**src/rtl/pll_apply_pkg.sv**
```systemverilog
package pll_apply_pkg;

  localparam int WORD = 32;
  localparam int NDIV = 4;

  localparam logic [7:0] OFS_STAT = 8'h04;
  localparam logic [7:0] OFS_GO   = 8'h08;
  localparam logic [7:0] OFS_CFG1 = 8'h0C;
  localparam logic [7:0] OFS_CFG2 = 8'h10;
  localparam logic [7:0] OFS_CFG3 = 8'h14;

  localparam int BIT_REFEN = 13;
  localparam int BIT_PHYEN = 14;
  localparam int BIT_BYP   = 20;

  typedef enum logic [3:0] {
    S_IDLE, S_W_C1, S_W_C3, S_W_C2A, S_W_GO,
    S_POLL_GO, S_POLL_LK, S_SETTLE, S_R_ST, S_R_GO,
    S_W_C2B, S_POLL_ACK
  } seq_state_t;

  // Frequency band code from the comparison frequency.
  function automatic logic [3:0] fsel_code(input logic [31:0] f);
    if (f < 32'd1000000)      return 4'd3;
    else if (f < 32'd1250000) return 4'd4;
    else if (f < 32'd1500000) return 4'd5;
    else if (f < 32'd1750000) return 4'd6;
    else                      return 4'd7;
  endfunction

  // Output enable bits in the second control word, one per used divider.
  function automatic logic [WORD-1:0] div_en_bits(input logic [NDIV-1:0] used);
    logic [WORD-1:0] r;
    r = '0;
    r[16] = used[0];
    r[18] = used[1];
    r[23] = used[2];
    r[25] = used[3];
    return r;
  endfunction

  // Status acknowledge bits expected for the used dividers.
  function automatic logic [WORD-1:0] div_ack_bits(input logic [NDIV-1:0] used);
    logic [WORD-1:0] r;
    r = '0;
    r[7]  = used[0];
    r[8]  = used[1];
    r[10] = used[2];
    r[11] = used[3];
    return r;
  endfunction

  // Masked lock qualification: reset-done and lock set; recal, lossref,
  // high-jitter and bypass clear.
  function automatic logic lock_good(input logic [WORD-1:0] s);
    return (s & 32'h0000_006F) == 32'h0000_0003;
  endfunction

endpackage

```
**src/rtl/pll_word_build.sv**
```systemverilog
module pll_word_build
  import pll_apply_pkg::*;
#(
  parameter int N_W    = 8,
  parameter int M_W    = 12,
  parameter int PD_W   = 5,
  parameter int FINT_W = 32
) (
  input  logic [N_W-1:0]             n,
  input  logic [M_W-1:0]             m,
  input  logic [NDIV-1:0][PD_W-1:0]  pd,
  input  logic [FINT_W-1:0]          fint,
  output logic [WORD-1:0]            cfg1,
  output logic [WORD-1:0]            cfg3,
  output logic [WORD-1:0]            cfg2_pre,
  output logic [WORD-1:0]            cfg2_post,
  output logic [WORD-1:0]            ack_mask
);

  localparam int C1_N_LSB  = 1;
  localparam int C1_M_LSB  = C1_N_LSB + N_W;
  localparam int C1_D0_LSB = C1_M_LSB + M_W;
  localparam int C1_D1_LSB = C1_D0_LSB + PD_W;
  localparam int C3_D2_LSB = 0;
  localparam int C3_D3_LSB = PD_W;

  logic [NDIV-1:0]           used;
  logic [NDIV-1:0][PD_W-1:0] dw;
  logic [3:0]                fs;

  for (genvar i = 0; i < NDIV; i++) begin : g_div
    assign used[i] = |pd[i];
    assign dw[i]   = used[i] ? pd[i] - PD_W'(1) : '0;
  end

  assign fs = fsel_code(32'(fint));

  always_comb begin
    cfg1 = '0;
    cfg1[C1_N_LSB  +: N_W]  = n - N_W'(1);
    cfg1[C1_M_LSB  +: M_W]  = m;
    cfg1[C1_D0_LSB +: PD_W] = dw[0];
    cfg1[C1_D1_LSB +: PD_W] = dw[1];

    cfg3 = '0;
    cfg3[C3_D2_LSB +: PD_W] = dw[2];
    cfg3[C3_D3_LSB +: PD_W] = dw[3];

    cfg2_pre = '0;
    cfg2_pre[4:1]       = fs;
    cfg2_pre[BIT_REFEN] = 1'b1;
    cfg2_pre[BIT_BYP]   = 1'b1;

    cfg2_post = div_en_bits(used);
    cfg2_post[4:1]       = fs;
    cfg2_post[BIT_REFEN] = 1'b1;
    cfg2_post[BIT_PHYEN] = 1'b1;

    ack_mask = div_ack_bits(used);
  end

endmodule

```
**src/rtl/pll_step_ctr.sv**
```systemverilog
module pll_step_ctr #(
  parameter int LIMIT = 100
) (
  input  logic clk,
  input  logic rst_n,
  input  logic clr,
  input  logic inc,
  output logic at_last
);

  localparam int CW = $clog2(LIMIT + 1);

  logic [CW-1:0] cnt;

  always_ff @(posedge clk or negedge rst_n) begin
    if (!rst_n)    cnt <= '0;
    else if (clr)  cnt <= '0;
    else if (inc)  cnt <= cnt + CW'(1);
  end

  assign at_last = (cnt == CW'(LIMIT - 1));

  AST_CTR_BOUND: assert property (@(posedge clk) disable iff (!rst_n)
    cnt <= CW'(LIMIT - 1));

endmodule

```
**src/rtl/pll_apply_seq.sv**
```systemverilog
module pll_apply_seq
  import pll_apply_pkg::*;
#(
  parameter int N_W        = 8,
  parameter int M_W        = 12,
  parameter int PD_W       = 5,
  parameter int FINT_W     = 32,
  parameter int AW         = 8,
  parameter int WAIT_POLLS = 100,
  parameter int SETTLE_CYC = 1000,
  parameter int MAX_TRIES  = 20
) (
  input  logic              clk,
  input  logic              rst_n,
  input  logic              start,
  input  logic              retry_mode,
  input  logic [N_W-1:0]    div_n,
  input  logic [M_W-1:0]    div_m,
  input  logic [PD_W-1:0]   post_div0,
  input  logic [PD_W-1:0]   post_div1,
  input  logic [PD_W-1:0]   post_div2,
  input  logic [PD_W-1:0]   post_div3,
  input  logic [FINT_W-1:0] fint_hz,
  output logic              busy,
  output logic              done,
  output logic              error,
  output logic              bus_req,
  output logic              bus_we,
  output logic [AW-1:0]     bus_addr,
  output logic [WORD-1:0]   bus_wdata,
  input  logic              bus_ack,
  input  logic [WORD-1:0]   bus_rdata
);

  seq_state_t st_q, st_d;

  logic [N_W-1:0]            n_q;
  logic [M_W-1:0]            m_q;
  logic [NDIV-1:0][PD_W-1:0] pd_q;
  logic [FINT_W-1:0]         fint_q;
  logic                      retry_q;
  logic                      lock_seen_q;
  logic                      req_q, we_q;
  logic [AW-1:0]             addr_q;
  logic [WORD-1:0]           wdata_q;
  logic                      done_q, err_q;

  logic [WORD-1:0] cfg1, cfg3, cfg2_pre, cfg2_post, ack_mask;

  pll_word_build #(.N_W(N_W), .M_W(M_W), .PD_W(PD_W), .FINT_W(FINT_W)) u_words (
    .n(n_q), .m(m_q), .pd(pd_q), .fint(fint_q),
    .cfg1(cfg1), .cfg3(cfg3), .cfg2_pre(cfg2_pre), .cfg2_post(cfg2_post),
    .ack_mask(ack_mask)
  );

  // Named events
  logic ev_start, ev_rsp, is_poll, poll_hit, ev_poll_miss, ev_timeout;
  logic ev_retry_ok, ev_retry_miss, ev_giveup, ev_fail, ev_ok;
  logic poll_last, settle_last, tries_last;

  assign ev_start = start && (st_q == S_IDLE);
  assign ev_rsp   = req_q && bus_ack;

  // Transfer each state wants on the bus
  logic            bus_st, tgt_we;
  logic [AW-1:0]   tgt_addr;
  logic [WORD-1:0] tgt_wdata;

  always_comb begin
    bus_st    = 1'b1;
    tgt_we    = 1'b0;
    tgt_addr  = AW'(OFS_STAT);
    tgt_wdata = '0;
    unique case (st_q)
      S_W_C1:   begin tgt_we = 1'b1; tgt_addr = AW'(OFS_CFG1); tgt_wdata = cfg1;      end
      S_W_C3:   begin tgt_we = 1'b1; tgt_addr = AW'(OFS_CFG3); tgt_wdata = cfg3;      end
      S_W_C2A:  begin tgt_we = 1'b1; tgt_addr = AW'(OFS_CFG2); tgt_wdata = cfg2_pre;  end
      S_W_C2B:  begin tgt_we = 1'b1; tgt_addr = AW'(OFS_CFG2); tgt_wdata = cfg2_post; end
      S_W_GO:   begin tgt_we = 1'b1; tgt_addr = AW'(OFS_GO);   tgt_wdata = 32'h1;     end
      S_POLL_GO, S_R_GO: tgt_addr = AW'(OFS_GO);
      S_POLL_LK, S_R_ST, S_POLL_ACK: tgt_addr = AW'(OFS_STAT);
      default: bus_st = 1'b0;
    endcase
  end

  // Poll qualification
  always_comb begin
    is_poll  = 1'b1;
    poll_hit = 1'b0;
    case (st_q)
      S_POLL_GO:  poll_hit = !bus_rdata[0];
      S_POLL_LK:  poll_hit = bus_rdata[1];
      S_POLL_ACK: poll_hit = (bus_rdata & ack_mask) == ack_mask;
      default:    is_poll  = 1'b0;
    endcase
  end

  assign ev_poll_miss  = ev_rsp && is_poll && !poll_hit;
  assign ev_timeout    = ev_poll_miss && poll_last;
  assign ev_retry_ok   = ev_rsp && (st_q == S_R_GO) && lock_seen_q && !bus_rdata[0];
  assign ev_retry_miss = ev_rsp && (st_q == S_R_GO) && !ev_retry_ok;
  assign ev_giveup     = ev_retry_miss && tries_last;
  assign ev_fail       = ev_timeout || ev_giveup;
  assign ev_ok         = ev_rsp && (st_q == S_POLL_ACK) && poll_hit;

  // Next state
  always_comb begin
    st_d = st_q;
    case (st_q)
      S_IDLE:     if (ev_start) st_d = S_W_C1;
      S_W_C1:     if (ev_rsp) st_d = S_W_C3;
      S_W_C3:     if (ev_rsp) st_d = S_W_C2A;
      S_W_C2A:    if (ev_rsp) st_d = S_W_GO;
      S_W_GO:     if (ev_rsp) st_d = retry_q ? S_SETTLE : S_POLL_GO;
      S_POLL_GO:  if (ev_rsp && poll_hit) st_d = S_POLL_LK;
      S_POLL_LK:  if (ev_rsp && poll_hit) st_d = S_W_C2B;
      S_SETTLE:   if (settle_last) st_d = S_R_ST;
      S_R_ST:     if (ev_rsp) st_d = S_R_GO;
      S_R_GO:     if (ev_rsp) st_d = ev_retry_ok ? S_W_C2B : S_W_GO;
      S_W_C2B:    if (ev_rsp) st_d = S_POLL_ACK;
      S_POLL_ACK: if (ev_ok) st_d = S_IDLE;
      default:    st_d = S_IDLE;
    endcase
    if (ev_fail) st_d = S_IDLE;
  end

  // Wait counters: poll budget, settle time, lock attempts
  pll_step_ctr #(.LIMIT(WAIT_POLLS)) u_poll (
    .clk(clk), .rst_n(rst_n), .clr(st_d != st_q),
    .inc(ev_poll_miss && !poll_last), .at_last(poll_last)
  );

  pll_step_ctr #(.LIMIT(SETTLE_CYC)) u_settle (
    .clk(clk), .rst_n(rst_n), .clr(st_d != st_q),
    .inc((st_q == S_SETTLE) && !settle_last), .at_last(settle_last)
  );

  pll_step_ctr #(.LIMIT(MAX_TRIES)) u_tries (
    .clk(clk), .rst_n(rst_n), .clr(ev_start),
    .inc(ev_retry_miss && !tries_last), .at_last(tries_last)
  );

  always_ff @(posedge clk or negedge rst_n) begin
    if (!rst_n) begin
      st_q        <= S_IDLE;
      n_q         <= '0;
      m_q         <= '0;
      pd_q        <= '0;
      fint_q      <= '0;
      retry_q     <= 1'b0;
      lock_seen_q <= 1'b0;
      req_q       <= 1'b0;
      we_q        <= 1'b0;
      addr_q      <= '0;
      wdata_q     <= '0;
      done_q      <= 1'b0;
      err_q       <= 1'b0;
    end else begin
      st_q <= st_d;
      if (ev_start) begin
        n_q     <= div_n;
        m_q     <= div_m;
        pd_q    <= {post_div3, post_div2, post_div1, post_div0};
        fint_q  <= fint_hz;
        retry_q <= retry_mode;
      end
      if (ev_rsp && (st_q == S_R_ST)) lock_seen_q <= lock_good(bus_rdata);
      if (ev_rsp) begin
        req_q <= 1'b0;
      end else if (bus_st && !req_q) begin
        req_q   <= 1'b1;
        we_q    <= tgt_we;
        addr_q  <= tgt_addr;
        wdata_q <= tgt_wdata;
      end
      done_q <= ev_ok || ev_fail;
      err_q  <= ev_fail;
    end
  end

  assign busy      = (st_q != S_IDLE);
  assign done      = done_q;
  assign error     = err_q;
  assign bus_req   = req_q;
  assign bus_we    = we_q;
  assign bus_addr  = addr_q;
  assign bus_wdata = wdata_q;

  AST_REQ_HOLD: assert property (@(posedge clk) disable iff (!rst_n)
    bus_req && !bus_ack |=> bus_req && $stable(bus_addr) && $stable(bus_we) && $stable(bus_wdata));
  AST_IDLE_QUIET: assert property (@(posedge clk) disable iff (!rst_n)
    !busy |-> !bus_req);
  AST_ERR_WITH_DONE: assert property (@(posedge clk) disable iff (!rst_n)
    error |-> done);
  AST_GO_ONE: assert property (@(posedge clk) disable iff (!rst_n)
    bus_req && bus_we && (bus_addr == AW'(OFS_GO)) |-> bus_wdata == 32'h1);
  AST_START_BUSY: assert property (@(posedge clk) disable iff (!rst_n)
    busy |=> $stable(n_q) && $stable(pd_q) && $stable(retry_q));
  AST_DONE_PULSE: assert property (@(posedge clk) disable iff (!rst_n)
    done |=> !done);
  AST_SETTLE_READ: assert property (@(posedge clk) disable iff (!rst_n)
    (st_q == S_SETTLE) |-> !bus_req);

endmodule

```
**config.mk**
```make
export PLATFORM = sky130hd
export DESIGN_NAME = pll_apply_seq
export DESIGN_NICKNAME = d
export VERILOG_FILES = /design/src/rtl/pll_apply_pkg.sv /design/src/rtl/pll_word_build.sv /design/src/rtl/pll_step_ctr.sv /design/src/rtl/pll_apply_seq.sv
export SDC_FILE = /design/constraint.sdc
export NUM_CORES = 1
export LEC_CHECK = 0
export ABC_AREA = 1
export BUFFER_PORTS_ARGS = -buffer_cell sky130_fd_sc_hd__buf_2
export CAP_MARGIN = 20
export CORE_MARGIN = 2
export CORE_UTILIZATION = 52
export CTS_CLUSTER_DIAMETER = 60
export CTS_CLUSTER_SIZE = 28
export DETAILED_ROUTE_END_ITERATION = 8
export MAX_ROUTING_LAYER = met4
export PLACE_DENSITY = 0.75
export SYNTH_ARGS = -nofsm -noshare
export SYNTH_HDL_FRONTEND = slang
export SYNTH_HIERARCHICAL = 1
export SYNTH_SLANG_ARGS = --single-unit
```
**constraint.sdc**
```tcl
create_clock -name clk -period 2.7 [get_ports clk]
set_input_delay 0.135 -clock clk [delete_from_list [all_inputs] [get_ports clk]]
set_output_delay 0.135 -clock clk [all_outputs]
set_load 0.005 [all_outputs]
```
# == Word-level counts from Yosys, hierarchy flattened ==
# Index checks and enable logic that the tools add are counted.
# classes
n_addsub,8
order_cmp,4
n_eq_ne,17
mux,38
bitwise_logic,2
reduce_logical,43
# ops
op,count
31-bit case mux with 5 select lines,1
"32-bit by 21-bit less-than comparator with 1-bit output, second input constant",3
4-bit 2-to-1 mux,17
4-bit case mux with 12 select lines,1
32-bit by 12-bit bitwise AND with 32-bit output,1
32-bit by 12-bit equality test with 1-bit output,1
"32-bit by 20-bit less-than comparator with 1-bit output, second input constant",1
5-bit 2-to-1 mux,6
5-bit OR reduction,5
10-bit 2-to-1 mux,2
5-bit case mux with 4 select lines,1
"5-bit by 1-bit subtractor with 5-bit output, second input constant",4
1-bit logical AND,18
"4-bit by 3-bit equality test with 1-bit output, second input constant",4
"4-bit equality test, second input constant",4
7-bit 2-to-1 mux,2
"10-bit by 1-bit adder with 10-bit output, second input constant",1
"10-bit equality test, second input constant",1
10-bit OR reduction,1
"4-bit by 2-bit equality test with 1-bit output, second input constant",2
2-bit nonzero test,4
"8-bit by 1-bit subtractor with 8-bit output, second input constant",1
"7-bit by 1-bit adder with 7-bit output, second input constant",1
"7-bit equality test, second input constant",1
other kinds (16),29
# word_totals
reg_bits,144
inputBits,109
output_inout_bits,45
wordCells,131

# == Depth between registers and ports, before layout ==
# Gate-level depths: netlist of run 1.
# depth
depth_word,11
depth_mapped,28
ltp_nobuf,28

# == By module ==
# Netlist of run 1, hierarchy kept.
# by_module_without_submodules
module,instances,cells_per_inst,area_per_inst_um2,seq_area_each_um2
pll_apply_seq,1,799,5856.9,2927.8
pll_word_build,1,336,1913.1,0.0
pll_step_ctr at u_settle,1,74,564.3,250.2
pll_step_ctr at u_poll,1,50,389.1,175.2
pll_step_ctr at u_tries,1,34,265.3,125.1

# == Worst setup path after synthesis of run 1 ==
# OpenSTA, ideal clock, no wires.
# synth_path
path_type,flip-flop to flip-flop
start,register pd_q[10] (netlist name)
end,register u_settle.cnt[5]
setup_ps,117
t_arrival_ps,2709
required_time_ps,2583
path_slack_ps,-126
stages_incl_launch_ff,27
n_path_buf,0
period_less_slack_ps,2826
path_cell_list,dfrtp_1 -> inv_1 -> ha_1 -> inv_1 -> nor2_1 -> nand2_1 -> nor2_1 -> inv_2 -> nand2_1 -> nand2_1 -> nor2_1 -> nand2_1 -> nor2_1 -> nand3_2 -> nand4_1 -> nand2_2 -> o21bai_2 -> nand2_1 -> nand2_1 -> nor2_1 -> nand2_1 -> nor2_4 -> nor2_4 -> nand2_1 -> nand2_1 -> nand2_1 -> nor2_1
# synth_via
elab_chain_cells,11
word_cells_on_any_way,18
cone_classes,eq/ne: 2; mux: 7; bitwise: 1; reduce/logical: 8
# synth_rtl
element,line_no,text
from (decl),pll_apply_seq.sv:39,logic [NDIV-1:0][PD_W-1:0] pd_q;
from (signal assigned),pll_apply_seq.sv:163,"pd_q <= {post_div3, post_div2, post_div1, post_div0};"
5-bit OR reduction (*),pll_word_build.sv:32,assign used[i] = |pd[i];
via ack_mask[10],pll_apply_seq.sv:48,"logic [WORD-1:0] cfg1, cfg3, cfg2_pre, cfg2_post, ack_mask;"
32-bit by 12-bit bitwise AND with 32-bit output,pll_apply_seq.sv:93,S_POLL_ACK: poll_hit = (bus_rdata & ack_mask) == ack_mask;
32-bit by 12-bit equality test with 1-bit output (*),pll_apply_seq.sv:93,
1-bit case mux with 3 select lines (*),pll_apply_seq.sv:90,case (st_q)
1-bit logical NOT (*),pll_apply_seq.sv:98,assign ev_poll_miss = ev_rsp && is_poll && !poll_hit;
1-bit logical AND (*),pll_apply_seq.sv:98,
1-bit logical AND (*),pll_apply_seq.sv:99,assign ev_timeout = ev_poll_miss && poll_last;
1-bit logical OR (*),pll_apply_seq.sv:103,assign ev_fail = ev_timeout || ev_giveup;
via ev_fail,pll_apply_seq.sv:58,"logic ev_retry_ok, ev_retry_miss, ev_giveup, ev_fail, ev_ok;"
4-bit 2-to-1 mux (*),pll_apply_seq.sv:124,if (ev_fail) st_d = S_IDLE;
4-bit inequality test (*),pll_apply_seq.sv:134,".clk(clk), .rst_n(rst_n), .clr(st_d != st_q),"
10-bit 2-to-1 mux / 2-bit nonzero test (equally long branches),--,
to (signal assigned),pll_step_ctr.sv:18,else if (inc) cnt <= cnt + CW'(1);
to (decl),pll_step_ctr.sv:13,logic [CW-1:0] cnt;
# Mark *: on every way through the listed nets, which the timed path passes. The rest lies on a longest branch.
# A chain may end at the register's enable or synchronous reset.

# == Worst setup path after layout of run 1 ==
# layout_path
start,register pd_q[11] (netlist name)
end,register u_settle.cnt[2]
# Same word-level chain as after synthesis.

==> results of run 1 <==
-- state kept, by name, summed over array words and instances (netlist names), 3 cells and up --
name          cells
m_q              12
n_q               8
u_settle/cnt     10
u_poll/cnt        7
bus_addr          3
bus_wdata        32
u_tries/cnt       5
fint_q           28
st_q              4
pd_q             20
-- layer usage --
metal,track usage,part of all wire,vias up,routed length [µm]
li1,-,-,4287,-
met1,0.3359,0.44,3905,10300
met2,0.4629,0.50,204,11560
met3,0.05064,0.042,36,986
met4,0.07895,0.021,0,482
met5,-,0,-,0
-- area by class of cell --
cell class	instances	area (µm²)	share of cell area
Sequential cell	135	3378	0.2958
Inverter	147	561.8	0.04918
Clock buffer	20	436.7	0.03823
Clock inverter	12	152.6	0.01336
Multi-Input combinational cell	938	4415	0.3866
Timing Repair Buffer	314	2202	0.1928
Tap cell	220	275.3	0.02410
-- per-stage QoR --
step           instances  power [W]
3_3_place_gp        1649   0.007949
5_1_grt             1786    0.01221
3_5_place_dp        1649   0.008031
2_1_floorplan       1385   0.006546
4_1_cts             1781    0.01101
6_report            1786    0.01132
-- worst max-delay path by stage --
stage	start	to	slack (ns)	cells after the start
after CTS	pd_q[16]	u_settle/cnt[5]	-0.23	26
after global placement	pd_q[15]	u_settle/cnt[5]	-0.22	26
after global routing	pd_q[11]	u_settle/cnt[6]	-0.57	27
after detailed placement	pd_q[15]	u_settle/cnt[5]	-0.31	26
final	pd_q[11]	u_settle/cnt[2]	-0.32	26
after floorplan	pd_q[15]	u_settle/cnt[5]	0.004	26
-- worst register-to-register path, stage by stage (launching register included) --
cell and delay, ns:
dfrtp_1 0.39, inv_2 0.09, ha_4 0.15, inv_2 0.05
nor2_4 0.11, nand2_1 0.07, nor2_2 0.15, inv_2 0.06
nand2_1 0.06, nand2_1 0.04, nor2_1 0.10, nand2_1 0.08
nor2_2 0.09, nand3_2 0.12, nand4_1 0.13, nand2_2 0.12
nor2_4 0.14, nand2_2 0.07, nand2_1 0.06, nand2_1 0.06
nor2_2 0.16, nand2_4 0.10, nor2_4 0.19, buf_4 0.15
inv_2 0.04, a21oi_2 0.10, nor3_1 0.05
-- report_power, final --
part / leakage, nW / total, W / internal (W) / switching [W]
clock: 0.276 / 0.00235 / 0.00145 / 0.000896
combinational: 4.34 / 0.00566 / 0.00244 / 0.00322
sequential: 1.74 / 0.00331 / 0.00276 / 0.000557
-- timing repair --
action / CTS / global route
setup endpoints to repair: 17 / 20
gates resized for setup: 40 / 26
hold buffers: 73 / 0
pin swaps: 29 / 36
setup buffers: 27 / 10
hold endpoints to repair: 124 / 0
==> impl_table.tex, run 1 <==
\begin{tabular}{lr}
\hline
Metric & Value \\
\hline
\multicolumn{2}{l}{\textbf{Run status}} \\
Run status & finished, violations left \\
Violations in the final reports & setup timing \\
\multicolumn{2}{l}{\textbf{Floorplan}} \\
Horizontal die dimension & $\sim$130 µm \\
Initial Utilization & 0.5333 \\
Die area & 0.01807 mm² \\
Count of standard-cell rows & 47 \\
I/O Pins & 154 \\
Core area & roughly 0.017 mm² \\
Vertical die dimension & approximately 130 µm \\
\multicolumn{2}{l}{\textbf{Drt}} \\
Router iterations before antenna repair & 5 \\
Total vias in the final route & between 8000 and 9000 \\
Detailed Route Iter0 Violations & $\sim$510 \\
Wirelength per Cell & between 10 and 15 µm \\
Final wirelength & roughly 23 mm \\
Routed Antenna Nets & 0 \\
Post-DR vias/cell & roughly 4.7 \\
DRC violations left & 0 \\
\multicolumn{2}{l}{\textbf{Worst setup path}} \\
Most prevalent standard cell on the critical path & nand2\_1 \\
Critical Path End Type & register \\
Critical path arrival & between 3 and 4 ns \\
Slowest cell on the critical path & dfrtp\_1 \\
Max FO, Critical Path & 5 \\
Critical path type & register to register \\
Worst path top cell family by delay & simple AND/OR/NAND/NOR gates \\
Critical R2R Capture & u\_settle/cnt[2] \\
Buf+Inv Stages, Crit Path & 5 \\
Required time worst endpoint & roughly 3.0 ns \\
Register-to-register setup slack & -0.32 ns \\
Stage delay of the slowest cell on the critical path & around 0.39 ns \\
Type of origin of the critical path & register \\
Reg2Reg Launch Point & pd\_q[11] \\
Register-to-Register Path Depth & 26 \\
\multicolumn{2}{l}{\textbf{STA}} \\
Pin slew with the least headroom to its limit & 0.7561 ns \\
Final min period & about 3.0 ns \\
Setup slack after layout & -0.3224 ns \\
Number of endpoints with negative hold slack in the final report & 0 \\
Share of the clock period used by the worst path after layout & 1.119 \\
Number of failing setup endpoints in the final timing report & 17 \\
Min Hold Slack & roughly 0.25 ns \\
Slew headroom & 0.4960 \\
Slew Limit Fails & 0 \\
Setup repair after global routing missed its margin & yes \\
Setup Skew & between 0.007 and 0.008 ns \\
Total negative setup slack & -4.561 ns \\
Max Freq & $\sim$330 MHz \\
\multicolumn{2}{l}{\textbf{Clock tree}} \\
Total clock buffers created by CTS & 17 \\
CTS tree & built \\
Clock-pin slew on the worst setup and hold paths & around 0.06 ns \\
Deepest level of the CTS H-tree & 4 \\
Number of buffers on the longest clock path & 2 \\
Total number of clock tree sinks & 135 \\
Insertion delay of the later-clocked pin in the worst-skew pair & roughly 0.42 ns \\
CTS root buf & clkbuf\_16 \\
\multicolumn{2}{l}{\textbf{Final layout}} \\
Final design utilization & 0.6888 \\
Nets & 1670 \\
Final instance area & $\sim$0.011 mm² \\
Most common cell after layout, fill and taps aside & nand2\_1 \\
Area growth from synthesis to layout & 29.16\% \\
Share of post-route cells with drive strength above 1 & 0.2503 \\
Most used cells in the layout excluding fill and tap cells & nand2\_1, buf\_2, dfrtp\_1 \\
Inserted Diodes & 0 \\
Fillers & about 1400 \\
\multicolumn{2}{l}{\textbf{Yosys}} \\
Yosys warning total & 6 \\
Syn Inst Count & approximately 1300 \\
Cell area after technology mapping & 0.008843 mm² \\
Average instance area after synthesis & a little under 7 µm² \\
\multicolumn{2}{l}{\textbf{Place}} \\
Count of buffers from port buffering & between 100 and 150 \\
DPL Wire Length & between 10 and 15 mm \\
Post-Place Setup Slack & -0.3133 ns \\
Routability Congestion & approximately 0.86 \\
DP Area & 0.009663 mm² \\
\multicolumn{2}{l}{\textbf{Power}} \\
Maximum resistive drop on vdd & 0.5907 mV \\
Power Density & between 900 and 1000 mW/mm² \\
P\_leak & approximately 6.4 nW \\
\multicolumn{2}{l}{\textbf{Flow run}} \\
Number of maximum-capacitance violations & 0 \\
\multicolumn{2}{l}{\textbf{Worst hold path}} \\
Worst hold path type & input pin to async pin \\
\multicolumn{2}{l}{\textbf{GRT}} \\
Pin count of the biggest net entering global routing & 73 \\
Number of global-route vias before repair & about 8200 \\
First-pass GRT wire length & 38.19 mm \\
Initial antenna violation count & 0 \\
Total overflow reported by the global router & 0 \\
Total track usage & 0.2737 \\
\hline
\end{tabular}
(Power assumes the default switching activity.)
==> inputs of run 2 (changes only) <==
--- a/config.mk
+++ b/config.mk
@@ -15,6 +15,7 @@
 export DETAILED_ROUTE_END_ITERATION = 8
 export MAX_ROUTING_LAYER = met4
 export PLACE_DENSITY = 0.75
+export SKIP_CTS_REPAIR_TIMING = 1
 export SYNTH_ARGS = -nofsm -noshare
 export SYNTH_HDL_FRONTEND = slang
 export SYNTH_HIERARCHICAL = 1
==> impl_table.tex, run 2 (synthesis results as in run 1) <==
\begin{tabular}{lr}
\hline
Metric & Value \\
\hline
\multicolumn{2}{l}{\textbf{Drt}} \\
DR WL met3 & 868 µm (was 986 µm) \\
DRC violations left & 0 (unchanged) \\
Post-DR vias/cell & 4.695 (was 4.721) \\
DR WL met2 & 11.41 mm (was 11.56 mm) \\
Router iterations before antenna repair & 5 (unchanged) \\
Routed Antenna Nets & 0 (unchanged) \\
Total vias in the final route & 8278 (was 8432) \\
Highest metal used & met4 (unchanged) \\
Detailed Route Iter0 Violations & 522 (was 508) \\
Detailed-route wire length on metal 1 & 10.15 mm (was 10.30 mm) \\
Final wirelength & 22.76 mm (was 23.34 mm) \\
Wirelength per Cell & 12.91 µm (was 13.07 µm) \\
\multicolumn{2}{l}{\textbf{Worst setup path}} \\
Most prevalent standard cell on the critical path & nand2\_1 (unchanged) \\
Worst path top cell family by delay & simple AND/OR/NAND/NOR gates (unchanged) \\
Reg2Reg Launch Point & pd\_q[5] (was pd\_q[11]) \\
Critical Path End Type & register (unchanged) \\
Critical R2R Capture & u\_settle/cnt[5] (was u\_settle/cnt[2]) \\
Register-to-Register Path Depth & 26 (unchanged) \\
Critical path type & register to register (unchanged) \\
Required time worst endpoint & 3.01 ns (was 3.00 ns) \\
Max FO, Critical Path & 5 (unchanged) \\
Stage delay of the slowest cell on the critical path & 0.40 ns (was 0.39 ns) \\
Type of origin of the critical path & register (unchanged) \\
CP startpoint & pd\_q[5] (was pd\_q[11]) \\
Register-to-register setup slack & -0.30 ns (was -0.32 ns) \\
Critical path arrival & 3.31 ns (was 3.32 ns) \\
Slowest cell on the critical path & dfrtp\_1 (unchanged) \\
Buf+Inv Stages, Crit Path & 3 (was 5) \\
\multicolumn{2}{l}{\textbf{Flow run}} \\
Number of maximum-capacitance violations & 0 (unchanged) \\
\multicolumn{2}{l}{\textbf{GRT}} \\
Total track usage & 0.2498 (was 0.2737) \\
Pin count of the biggest net entering global routing & 73 (unchanged) \\
Total overflow reported by the global router & 0 (unchanged) \\
Number of global-route vias before repair & 7491 (was 8231) \\
Initial antenna violation count & 0 (unchanged) \\
First-pass GRT wire length & 34.90 mm (was 38.19 mm) \\
\multicolumn{2}{l}{\textbf{Place}} \\
DPL Wire Length & 14.92 mm (unchanged) \\
Routability Congestion & 0.8575 (unchanged) \\
DP Area & 0.009663 mm² (unchanged) \\
Total instance count after detailed placement & 1649 (unchanged) \\
Count of buffers from port buffering & 144 (unchanged) \\
\multicolumn{2}{l}{\textbf{Run status}} \\
Run status & finished, violations left (unchanged) \\
Violations in the final reports & setup timing (unchanged) \\
\multicolumn{2}{l}{\textbf{STA}} \\
Max Freq & 332.9 MHz (was 330.9 MHz) \\
Total negative setup slack & -4.151 ns (was -4.561 ns) \\
Slew headroom & 0.4973 (was 0.4960) \\
Number of failing setup endpoints in the final timing report & 17 (unchanged) \\
Pin slew with the least headroom to its limit & 0.7541 ns (was 0.7561 ns) \\
Final min period & 3.004 ns (was 3.022 ns) \\
Setup slack after layout & -0.3042 ns (was -0.3224 ns) \\
Setup Skew & 0.006470 ns (was 0.007171 ns) \\
Setup repair after global routing missed its margin & yes (unchanged) \\
Number of endpoints with negative hold slack in the final report & 0 (unchanged) \\
Share of the clock period used by the worst path after layout & 1.113 (was 1.119) \\
Slew Limit Fails & 0 (unchanged) \\
\multicolumn{2}{l}{\textbf{Final layout}} \\
Nets & 1647 (was 1670) \\
Fillers & 1456 (was 1407) \\
Multi-input gate area in the final layout & 0.004348 mm² (was 0.004415 mm²) \\
Most common cell after layout, fill and taps aside & nand2\_1 (unchanged) \\
Number of flip-flops in the largest register & 32 (unchanged) \\
Share of post-route cells with drive strength above 1 & 0.2281 (was 0.2503) \\
Final instance area & 0.01117 mm² (was 0.01142 mm²) \\
Inserted Diodes & 0 (unchanged) \\
Final std cells w/o fill & 1763 (was 1786) \\
FF+latch area & 0.003378 mm² (unchanged) \\
Area growth from synthesis to layout & 26.33\% (was 29.16\%) \\
Most used cells in the layout excluding fill and tap cells & nand2\_1, buf\_2, dfrtp\_1 (unchanged) \\
\multicolumn{2}{l}{\textbf{Clock tree}} \\
Clock-pin slew on the worst setup and hold paths & 0.06 ns (about the same) \\
CTS root buf & clkbuf\_16 (unchanged) \\
Total number of clock tree sinks & 135 (unchanged) \\
Deepest level of the CTS H-tree & 4 (unchanged) \\
Total clock buffers created by CTS & 17 (unchanged) \\
Number of buffers on the longest clock path & 2 (unchanged) \\
Insertion delay of the later-clocked pin in the worst-skew pair & 0.42 ns (about the same) \\
CTS tree & built (unchanged) \\
\multicolumn{2}{l}{\textbf{Power}} \\
Clk network pwr share & 0.216 (was 0.207) \\
Combinational group share of total power & 0.479 (was 0.500) \\
Net Sw Power & 0.004471 W (was 0.004674 W) \\
P\_leak & 6.233 nW (was 6.355 nW) \\
Post-route total power & 0.01084 W (was 0.01132 W) \\
Internal power consumption & 0.006371 W (was 0.006648 W) \\
Share of total power consumed by net switching & 0.4124 (was 0.4128) \\
Power Density & 970.5 mW/mm² (was 991.2 mW/mm²) \\
Share of power burned in registers & 0.305 (was 0.293) \\
Maximum resistive drop on vdd & 0.5841 mV (was 0.5907 mV) \\
\multicolumn{2}{l}{\textbf{Floorplan}} \\
I/O Pins & 154 (unchanged) \\
Die area & 0.01807 mm² (unchanged) \\
Initial Utilization & 0.5333 (unchanged) \\
Horizontal die dimension & 134.4 µm (unchanged) \\
Core area & 0.01658 mm² (unchanged) \\
Vertical die dimension & 134.4 µm (unchanged) \\
Count of standard-cell rows & 47 (unchanged) \\
\multicolumn{2}{l}{\textbf{Worst hold path}} \\
Worst hold path type & input pin to async pin (unchanged) \\
\hline
\end{tabular}
run 2: changes by cell type in the layout (fill, tap and decap cells not counted), sizes merged:
cell,delta
buf,-23
run 2: worst max-delay path by stage:
stage / end / depth (start not counted)
finish: u_settle/cnt[5] / 26
detailed placement: u_settle/cnt[5] / 26
global route: u_settle/cnt[6] / 27
floorplan: u_settle/cnt[5] / 26
global placement: u_settle/cnt[5] / 26
CTS: u_settle/cnt[5] / 26
run 2: worst register-to-register path, stage by stage (launching register included):
cell      delay, ns
dfrtp_1        0.40
inv_2          0.09
ha_4           0.14
inv_2          0.03
nor2_2         0.09
nand2_1        0.08
nor2_2         0.13
inv_2          0.05
nand2_2        0.06
nand2_2        0.06
nor2_1         0.11
nand2_1        0.07
nor2_2         0.12
nand3_2        0.12
nand4_1        0.11
nand2_2        0.12
o21bai_4       0.20
nand2_1        0.06
nand2_1        0.07
nor2_2         0.17
nand2_4        0.11
nor2_4         0.23
nor2_4         0.08
nand2_2        0.07
nand2_1        0.05
nand2_1        0.05
nor2_1         0.04
run 2: metrics by stage:
step	setup WS (ns)	hold slack (ns)	utilization
global route	-0.5599	0.2862	0.6737
global placement	-0.2238	0.1293	0.5827
CTS	-0.3344	-0.3128	0.6182
floorplan	0.003989	-0.1606	-
finish	-0.3042	0.2469	0.6737
detailed placement	-0.3133	0.1351	0.5827
run 2: power by group through the flow:
stage	clock network, W	logic [W]	registers, W
floorplan	0	0.00332	0.00322
global placement	0	0.00465	0.00330
detailed placement	0	0.00473	0.00330
CTS	0.00238	0.00476	0.00329
global route	0.00248	0.00587	0.00340
finish	0.00234	0.00520	0.00330
run 2: layout make-up:
class                   count  share of cell area
clock buffers              20             0.03909
clock inverters            12             0.01366
inverters                 147             0.04939
multi-input cells         938              0.3892
flip-flops and latches    135              0.3024
well taps                 220             0.02464
repair buffers            291              0.1817
run 2: metal layers:
| metal | GRT usage | vias to the layer above |
|---|---|---|
| li1 | - | 4248 |
| met1 | 0.3290 | 3822 |
| met3 | 0.04460 | 22 |
| met5 | - | - |
| met4 | 0.06257 | 0 |
| met2 | 0.4022 | 186 |
